`config.mk`:
```
export PLATFORM = sky130hd
export DESIGN_NAME = sys_timer_split
export DESIGN_NICKNAME = d
export VERILOG_FILES = /design/src/rtl/sys_timer_split.sv
export SDC_FILE = /design/constraint.sdc
export NUM_CORES = 1
export LEC_CHECK = 0
export BUFFER_PORTS_ARGS = -buffer_cell sky130_fd_sc_hd__buf_2
export CORE_MARGIN = 1
export CORE_UTILIZATION = 60
export DETAILED_ROUTE_END_ITERATION = 16
export GPL_TIMING_DRIVEN = 0
export HOLD_SLACK_MARGIN = 0.12
export MAX_ROUTING_LAYER = met4
export PLACE_DENSITY = 0.87
export REMOVE_ABC_BUFFERS = 1
export SYNTH_ARGS = -nofsm -noshare
export SYNTH_HDL_FRONTEND = slang
export SYNTH_SLANG_ARGS = --single-unit
```
`constraint.sdc`:
```
create_clock -name clk -period 2.8 [get_ports clk]
set_input_delay 0.84 -clock clk [delete_from_list [all_inputs] [get_ports clk]]
set_output_delay 0.84 -clock clk [all_outputs]
set_load 0.01 [all_outputs]
```
`src/rtl/sys_timer_split.sv`:
```
module sys_timer_split #(
  parameter bit WIDE_COUNT = 1'b1,
  parameter int MODE_BIT   = 15,
  parameter int START_BIT  = 15
) (
  input  logic        clk,
  input  logic        rst_n,
  input  logic        tick,
  input  logic        bus_sel,
  input  logic        bus_wr,
  input  logic [4:0]  bus_addr,
  input  logic [31:0] wr_data,
  output logic [31:0] rd_data
);
  localparam logic [4:0] OFS_CTRL = 5'h00;
  localparam logic [4:0] OFS_CMP  = 5'h04;
  localparam logic [4:0] OFS_LO   = 5'h08;
  localparam logic [4:0] OFS_HI   = 5'h0C;
  localparam logic [4:0] OFS_SNAP = 5'h10;
  localparam logic [4:0] OFS_SET  = 5'h14;
  localparam logic [4:0] OFS_CLR  = 5'h18;

  logic [31:0] lo_q, hi_q, snap_q, cmp_q, rd_val;
  logic        run_q, keep_q, flag_q;

  wire is_wr   = bus_sel & bus_wr;
  wire is_rd   = bus_sel & ~bus_wr;
  wire wr_ctrl = is_wr & (bus_addr == OFS_CTRL);
  wire wr_cmp  = is_wr & (bus_addr == OFS_CMP);
  wire wr_lo   = is_wr & (bus_addr == OFS_LO);
  wire wr_hi   = is_wr & (bus_addr == OFS_HI) & WIDE_COUNT;
  wire rd_lo   = is_rd & (bus_addr == OFS_LO);
  wire go      = is_wr & (bus_addr == OFS_SET) & wr_data[START_BIT];
  wire halt    = is_wr & (bus_addr == OFS_CLR) & wr_data[START_BIT];

  wire step    = run_q & tick;
  wire hit     = run_q & (lo_q == cmp_q);
  wire restart = step & hit & ~keep_q;
  wire [32:0] lo_inc = {1'b0, lo_q} + 33'd1;

  always_ff @(posedge clk or negedge rst_n)
    if (!rst_n)       lo_q <= '0;
    else if (wr_lo)   lo_q <= wr_data;
    else if (restart) lo_q <= '0;
    else if (step)    lo_q <= lo_inc[31:0];

  generate
    if (WIDE_COUNT) begin : g_wide
      always_ff @(posedge clk or negedge rst_n)
        if (!rst_n)                          hi_q <= '0;
        else if (wr_hi)                      hi_q <= wr_data;
        else if (restart & ~wr_lo)           hi_q <= '0;
        else if (step & lo_inc[32] & ~wr_lo) hi_q <= hi_q + 32'd1;

      always_ff @(posedge clk or negedge rst_n)
        if (!rst_n)     snap_q <= '0;
        else if (rd_lo) snap_q <= hi_q;

      AST_CARRY_INTO_HI: assert property (@(posedge clk) disable iff (!rst_n)
        (step && lo_q == 32'hFFFF_FFFF && (keep_q || lo_q != cmp_q) && !wr_lo && !wr_hi)
        |=> hi_q == $past(hi_q) + 32'd1);
      AST_SNAP_TAKES_HI: assert property (@(posedge clk) disable iff (!rst_n)
        rd_lo |=> snap_q == $past(hi_q));
      AST_SNAP_HOLDS: assert property (@(posedge clk) disable iff (!rst_n)
        !rd_lo |=> $stable(snap_q));
    end else begin : g_narrow
      assign hi_q   = '0;
      assign snap_q = '0;
    end
  endgenerate

  always_ff @(posedge clk or negedge rst_n)
    if (!rst_n) begin
      cmp_q  <= '1;
      keep_q <= 1'b0;
      flag_q <= 1'b0;
      run_q  <= 1'b0;
    end else begin
      if (wr_cmp)  cmp_q  <= wr_data;
      if (wr_ctrl) keep_q <= wr_data[MODE_BIT];
      flag_q <= hit | (flag_q & ~(wr_ctrl & wr_data[1]));
      if (go)        run_q <= 1'b1;
      else if (halt) run_q <= 1'b0;
    end

  always_comb begin
    rd_val = '0;
    case (bus_addr)
      OFS_CTRL: begin
        rd_val[MODE_BIT] = keep_q;
        rd_val[1]        = flag_q;
        rd_val[0]        = run_q;
      end
      OFS_CMP:  rd_val = cmp_q;
      OFS_LO:   rd_val = lo_q;
      OFS_HI:   rd_val = hi_q;
      OFS_SNAP: rd_val = snap_q;
      default:  rd_val = '0;
    endcase
  end

  always_ff @(posedge clk or negedge rst_n)
    if (!rst_n) rd_data <= '0;
    else        rd_data <= is_rd ? rd_val : 32'd0;

  AST_IDLE_HOLDS: assert property (@(posedge clk) disable iff (!rst_n)
    (!step && !wr_lo) |=> $stable(lo_q));
  AST_STEP_ONE: assert property (@(posedge clk) disable iff (!rst_n)
    (step && !restart && !wr_lo) |=> lo_q == $past(lo_q) + 32'd1);
  AST_RESTART_ZERO: assert property (@(posedge clk) disable iff (!rst_n)
    (restart && !wr_lo) |=> lo_q == 32'd0);
  AST_FLAG_STICKY: assert property (@(posedge clk) disable iff (!rst_n)
    (flag_q && !(wr_ctrl && wr_data[1])) |=> flag_q);
  AST_WRITE_WINS: assert property (@(posedge clk) disable iff (!rst_n)
    wr_lo |=> lo_q == $past(wr_data));
  AST_HALT_STOPS: assert property (@(posedge clk) disable iff (!rst_n)
    halt |=> !run_q);
endmodule

```
==> results summary, run 1 <==
Of all nets on the critical path, the largest fanout is 14. The largest individual stage delay along the critical path comes from the cell and4_4. The worst setup path is captured at a register. In this run the critical register-to-register path is launched from run_q. The routed design has 25500 um of wire. The pin count of the biggest net entering global routing is 89. The total setup violations reported at the end of the flow came out at 1. The endpoint of the worst-slack reg-to-reg timing path is hi_q[31]. The total count of max-transition violations in the final report came out at 0. After detailed routing, the average wire length per cell comes to 22.9 um.

The worst slack at placement is -1.84 ns. For this block, the initial DRC count from the detailed router was 1292. In the post-synthesis netlist, the biggest area contributors are dfrtp_1, dfstp_2, mux2_2. The DRC violations left is 0. The path depth of the worst reg2reg path came out at 7. The final clock period utilization by the worst path is 101%.

The tree is rooted in a clkbuf_16. The slew at the pin with the worst max-slew slack is 0.801 ns. The data arrival time at the worst-slack endpoint is 3.17 ns. For this run, the register share of the synthesized area comes to 47.1%. The die span in x came out at 123 um. For this run, the total global-route usage over all layers was measured as 35.4%.

Synthesis produced 880 cells. The largest buffer count on any clock path came out at 2. The first-pass iteration count of the detailed router came out at 6. The number of input and output port buffers inserted is 73. Max-cap violations in this run came to 0. For the finished layout, the period the worst path requires is 2.84 ns. For this design the ratio of total power to cell area is 637 nW/um2. The post-layout total power is 0.00631 W. The path class of the tightest hold or removal check is in -> async. The worst setup path is of the in -> reg kind.

By instance count, the leading cell after synthesis is dfrtp_1. The worst-skew pair later-pin latency came out at 0.45 ns. The setup check on the worst reg-to-reg path leaves a slack of 0.01 ns. Counting flops with a built-in enable in the synthesized netlist gives 0. The final core area utilization came out at 70.5%.

The signed area change from the synthesized netlist to the final layout is 13.2%. The floorplan has 43 rows. In this run the worst setup path terminates at hi_q[31]. Clock-pin slew was measured on the worst setup and hold paths at 0.06 ns.

The global-route wire length before repair came out at 38500 um. The number of nets still failing antenna checks after routing is 0. The total via count in the routed design is 7852.

The number of antenna violations at the first check in global routing was 0. The share of flip-flops with an asynchronous set or reset after synthesis came out at 100%. The final weighted congestion in routability-driven placement came out at 0.936. The cell area after technology mapping came out at 8750 um2.

In this run the static leakage power is 4.13 nW. The final setup slack of the worst path is -0.0416 ns. Hold timing on the final database bottoms out at a slack of 0.362 ns. The final-layout fill cell count is 951. The cell count after placement is 1074. The floorplan step defined a die boundary enclosing 15100 um2. The height of the die is 123 um. For this design, the sink count on the clock tree is 163. The initial core utilization is 62.3%. The fraction of synthesized cell area taken by the top area cell type came out at 37.5%. The worst setup path is launched from an input port. The maximum level of the CTS H-tree is 4. The post-layout instance count excluding filler cells came out at 1114. The area of the multi-input gates came out at 4450 um2. During synthesis, Yosys emitted a total of 0 warnings.

The register cell area after layout is 4120 um2. The final layout contains 965 nets. The worst slew margin relative to its limit came out at 46.6%. The overflow left after global routing came out at 0. The wire-length estimate of the detail-placed layout is 15100 um. 74 I/O pins were placed. The most critical setup path has its startpoint at bus_wr. The via count of the first global-routing pass came out at 7131. The critical path goes through buf_2, and2_1, a31oi_4, and4_4, nand4_1, nor3_1, xnor2_1, o21ai_1. The highest cell delay on the worst timing path is 0.47 ns. The clock skew after layout is 0.00916 ns. The synthesized design spends more area on one cell type than any other, namely dfrtp_1. The run finished, with violations left. The most used flip-flop cell after synthesis is dfrtp_1. The number of buffers created by CTS is 17. Derived from the worst setup path, the maximum achievable clock frequency is 0.352 GHz. The fraction of layout cells with a size suffix above 1 is 27.0%. The TritonCTS clock tree is yes.

Ranked by instance count, the synthesized netlist is headed by dfrtp_1, nand2_1, a21oi_1. After floorplanning, the core was sized to cover 14000 um2. The average instance area after synthesis came out at 9.94 um2. The final hold violation count was 0. The synthesized design contains 163 register bits.

The required time of the critical path is 3.13 ns. The checks that failed: negative setup slack. The maximum vdd ir drop is 486 uV. The count of different cell masters after synthesis is 67. The via-per-instance ratio came out at 7.05.

The antenna cell count came out at 0.
-- kinds of logic (layout without fill, tap and decap cells) --
kind of cell | after synthesis | count (layout) | share of synthesized area (%)
adder cells (fa/ha/maj) | 2 | 2 | 0.286
AND/OR/NAND/NOR | 279 | 284 | 17.3
flip-flops | 163 | 163 | 47.1
multiplexers | 65 | 65 | 8.30
AO/OA/AOI/OAI | 247 | 247 | 17.8
XOR/XNOR | 50 | 50 | 5.01
buffers and inverters | 74 | 123 | 4.18
-- stage by stage --
stage,cell area [um2],TNS (ns)
4_1_cts,9810,0
3_5_place_dp,9070,-173.53
5_1_grt,9900,-0.118
3_3_place_gp,9020,-472.73
2_1_floorplan,8430,-53.43
6_report,9900,-0.0416
-- sequential cells by signal, summed over array words and instances, names as in the netlist --
signal / count
cmp_q: 32
flag_q: 1
hi_q: 32
keep_q: 1
lo_q: 32
rd_data: 32
run_q: 1
snap_q: 32
-- power by group --
group | internal (W) | leakage, nW | switching [W] | total (W)
Combinational | 0.000359 | 1.77 | 0.000468 | 0.000826
Sequential | 0.00262 | 2.06 | 0.000349 | 0.00297
Clock | 0.00152 | 0.294 | 0.000988 | 0.00251
Total | 0.00451 | 4.13 | 0.00180 | 0.00631
-- worst min path at each step --
stage,cells past startpoint,endpoint
6_report,1,snap_q[7]
5_1_grt,1,rd_data[7]
4_1_cts,1,lo_q[7]
3_5_place_dp,2,snap_q[7]
3_3_place_gp,2,snap_q[24]
2_1_floorplan,2,snap_q[11]
-- critical path: cells and delay by family --
kind                   cells  cell delay (ns)
XOR/XNOR                   1             0.18
AND/OR/NAND/NOR            4             1.51
AO/OA/AOI/OAI              2             0.52
buffers and inverters      1             0.10
-- metal layers --
layer  up-vias  global-route usage (%)  routed length [um]
li1       3319                       -                   -
met1      3800                    46.9                9810
met2       608                    52.7               11700
met3       125                    6.69                2890
met4         0                    16.8                1140
met5         -                       -                   0
-- layout make-up --
type,count,area share (%)
well taps,180,2.27
flip-flops and latches,163,41.6
inverters,14,0.531
clock inverters,11,1.79
clock buffers,21,4.55
repair buffers,77,4.30
multi-input cells,648,45.0
-- layout by cell type, fill, tap and decap left out, drive strengths merged, types with 11 or more instances in the layout --
cell / count
dfrtp: 131
nand2: 93
buf: 77
a21oi: 65
a22oi: 64
o21ai: 63
mux2: 60
nor2: 52
xnor2: 39
dfstp: 32
nand3: 32
clkbuf: 21
a31oi: 20
nand4: 19
nor3: 18
inv: 16
and3: 13
and2: 13
nor4: 12
xor2: 11
-- timing repair --
action / in CTS / in global routing
setup endpoints to repair: 127 / 79
cloned: 1 / 4
pin swaps: 4 / 7
gates resized for setup: 24 / 11
buffers inserted: 0 / 3
hold buffers: 0 / 0
Note: power is estimated with default switching activity, not from simulation.
==> inputs of run 2 (changes only) <==
Settings changed: ABC_AREA set to 1, CORE_UTILIZATION 60 to 61, PLACE_DENSITY 0.87 to 0.88.
==> run 2 against run 1 <==
Against the previous run:
- via count is 25% higher
- flip-flop and latch count unchanged
- largest cell class unchanged
- die area is 8.7% higher
- setup slack better by 0.15 ns
- global-route usage grew 3.3 points
- highest routed layer unchanged
- largest power group unchanged
- the run now ends clean
- sequential power about the same
- first-iteration DRC count grew 23%
- synthesized area grew 11%
- critical path type is now reg -> reg
- total power up 1.8%
- cell area increased by 9.7%
- clock skew fell by 0.0022 ns
==> results summary, run 2 <==
The total count of max-transition violations in the final report is 0. The final core area utilization came out at 70.7%. Synthesis handed over a netlist of 1313 instances. The critical path's slowest cell is nor3_2. The final weighted congestion in routability-driven placement came out at 1.01.

Summed over all layers, the global routing overflow is 0. The most critical setup path has its startpoint at lo_q[0]. The maximum level of the CTS H-tree came out at 4. The core region area is 15400 um2. The area of the die is 16400 um2. The HPWL after detailed placement is 19000 um. The critical path is of the reg -> reg type. The cell area after technology mapping is 9680 um2. The critical path runs through a total of 12 cells. The worst slack at placement came out at -1.72 ns. The average instance area after synthesis is 7.37 um2. Counting the buffers created by CTS gives 17. The initial core utilization is 63.0%. The count of hold-fix buffers inserted at cts is 0. The clock period minus final worst setup slack is 2.69 ns. In the routed design, unresolved DRC markers number 0.

Ranked by total cell area, the synthesized netlist is headed by dfrtp_1, nand2_1, dfstp_2. Among all flip-flop cells after synthesis, the most frequent one is dfrtp_1. Global routing consumed, over all layers together, 38.8% of the routing resources.

Using the TritonRoute via totals, the vias-per-cell ratio works out to 6.22. Across the VDD grid, the largest voltage drop is 453 uV. The buffer and inverter count on the worst path is 1. The number of input and output port buffers inserted is 73. The DRC violation total after the first TritonRoute iteration is 1588. The netlist uses 41 different library cells. The number of nets still failing antenna checks after routing came out at 0. The data arrival time at the worst-slack endpoint is 3.06 ns. The number of sinks on the clock net came out at 163. The number of top-level pins came out at 74. The biggest area contributor in the post-synthesis netlist is dfrtp_1. The switching part of the total came out at 32.8%.

Of all nets on the critical path, the largest fanout is 16. The die span in x came out at 128 um. The number of synthesized register bits came out at 163. The first global-routing pass estimated 47000 um of wire. By instance count, the leading cell after synthesis is nand2_1. The worst hold slack is 0.389 ns. The root cell of the clock tree is clkbuf_16.

The number of antenna violations at the first check in global routing is 0. In the layout the commonest cells are nand2_1, inv_1, dfrtp_1. The portion of total power attributed to the clock network came out at 33.7%. The total placed instance area came out at 10200 um2. The pin count of the biggest net entering global routing came out at 84. The worst hold path belongs to the class in -> async. The share of flip-flops with an asynchronous set or reset after synthesis came out at 100%. The clock-pin transition on the worst setup and hold timing paths came out at 0.06 ns.

For the worst setup path, the data required time is 3.17 ns. The clock passes through at most 2 buffers. STA classifies the critical path endpoint as a register.

The number of enable flip-flop cells after synthesis came out at 0. Measured against its own limit, the worst slew margin works out to 22.6%. Based on the critical path, the design can be clocked at up to 0.372 GHz. Summing all non-filler instances in the final layout gives an area of 10900 um2. Counting cells, the worst reg-to-reg path comes to 12. The final setup slack of the worst path is 0.109 ns. The fraction of synthesized cell area taken by the top area cell type came out at 33.9%. Of the available clock period, the critical path in the final layout requires 96.1%. For this design the static power due to leakage is 5.50 nW. The internal cell power is 0.00431 W. Of the total power, combinational logic draws 19.7%. The total of max-cap violations is 0.

TritonCTS built the clock tree. Measured along the y axis, the die boundary spans 128 um. The kind of cell with the highest combined delay along the critical path is simple AND/OR/NAND/NOR gates.

The total via count in the routed design came out at 9841. The total negative setup slack is 0 ns. Clock latency on the worst-skew pair, taken at its later pin, is 0.43 ns.

The highest cell delay on the worst timing path is 0.47 ns. The final routed wirelength across all metal layers is 30000 um. The sequential fraction of the synthesis area is 42.5%. Sorting the synthesized cells by how often they occur yields nand2_1, inv_1, dfrtp_1. The slew at the pin with the worst max-slew slack came out at 1.16 ns.

Registers take 4120 um2. The first-pass iteration count of the detailed router came out at 7. The routed length per placed instance came out at 19.0 um. Of the cells placed in the final design, the portion with a size suffix greater than 1 is 15.2%. The clock skew after layout came out at 0.00695 ns. The total setup violations reported at the end of the flow came out at 0. The final net count is 1402. The signal on the critical path passes through ha_1, nand3_2, nor3_4, nand2_4, nor2_8, nand2_4, nor3_2, nand3_4, buf_12, nand3_4, nand2_1, nand2_1. The flow ran to the end, and the final reports show no timing, DRC or antenna violations.

The most common library cell in the layout ignoring fill and taps is nand2_1. The area of the multi-input gates is 4780 um2. The total of warnings raised by yosys is 0. The net switching power figure is 0.00211 W.

The via count of the first global-routing pass is 8857. The proportion of power drawn by flip-flops and latches came out at 46.6%. The final-layout fill cell count came out at 1214. In this run the core area contains 45 standard-cell rows. The final hold violation count is 0. Setup repair after global routing left no endpoint under its margin. The area growth from synthesis to layout is 12.2%.

The worst setup path is launched from a register. The origin of the critical flop-to-flop path is lo_q[0]. The total power divided by cell area is 591 nW/um2. The antenna cell count is 0.
-- run 2: cell count changes in the layout (fill, tap and decap cells not counted), moves of 32 or more --
cell / previous run / this run
nand4_1: 15 / 47
xnor2_1: 39 / 6
inv_1: 14 / 146
a22oi_1: 64 / 0
nand3_1: 31 / 82
nor2_1: 51 / 105
mux2_2: 60 / 13
nand2_1: 88 / 398
-- run 2: kinds of logic (layout without fill, tap and decap cells) --
kind of cell / count (synthesis) / count (layout) / share of synthesized area, %
xor gates and xnor gates: 40 / 40 / 3.62
buffers and inverters: 223 / 278 / 9.50
and+or+nand+nor: 698 / 701 / 31.3
adders and majority gates: 2 / 2 / 0.258
AOI/OAI and AO/OA: 174 / 174 / 11.2
DFF: 163 / 163 / 42.5
muxes: 13 / 13 / 1.51
-- run 2: repair_timing --
item	4_1_cts	5_1_grt
buffers inserted	2	4
cloned	2	2
pin swaps	3	1
endpoints found under the hold margin	0	0
endpoints found under the setup margin	101	38
gates resized for setup	11	7
-- run 2: final cells by class --
| cell class | count | share of cell area [%] |
|---|---|---|
| tap | 211 | 2.43 |
| multi-input combinational | 930 | 44.0 |
| timing repair buffer | 84 | 5.04 |
| clock inverter | 8 | 0.507 |
| clock buffer | 24 | 4.43 |
| inverter | 161 | 5.62 |
| timing repair inverter | 1 | 0.0691 |
| sequential | 163 | 37.9 |
-- run 2: final timing paths --
kind / end / slack [ns]
setup / recovery: hi_q[31] / 0.11
hold / removal: lo_q[0] / 0.39
setup reg to reg: hi_q[31] / 0.11
hold reg to reg: snap_q[22] / 0.50
max in group asynchronous: cmp_q[26] / 1.54
min in group clk: snap_q[22] / 0.50
-- run 2: stage by stage --
| stage | cells | power, W |
|---|---|---|
| floorplan | 1251 | 0.00381 |
| global route | 1582 | 0.00669 |
| finish | 1582 | 0.00642 |
| CTS | 1576 | 0.00636 |
| global placement | 1535 | 0.00414 |
| detailed placement | 1540 | 0.00421 |
-- run 2: power groups by stage --
| stage | Combinational, W | Sequential [W] | Clock (W) |
|---|---|---|---|
| floorplan | 0.000877 | 0.00293 | 0 |
| global placement | 0.00115 | 0.00299 | 0 |
| detailed placement | 0.00121 | 0.00301 | 0 |
| CTS | 0.00123 | 0.00297 | 0.00216 |
| global route | 0.00141 | 0.00302 | 0.00226 |
| finish | 0.00127 | 0.00299 | 0.00216 |
-- run 2: per-layer routing --
metal | up-vias | GRT usage [%] | wire length [um]
met5 | - | - | 0
met4 | 0 | 15.2 | 1220
met2 | 748 | 57.5 | 13400
met1 | 4560 | 52.1 | 11300
li1 | 4411 | - | -
met3 | 122 | 8.31 | 4070
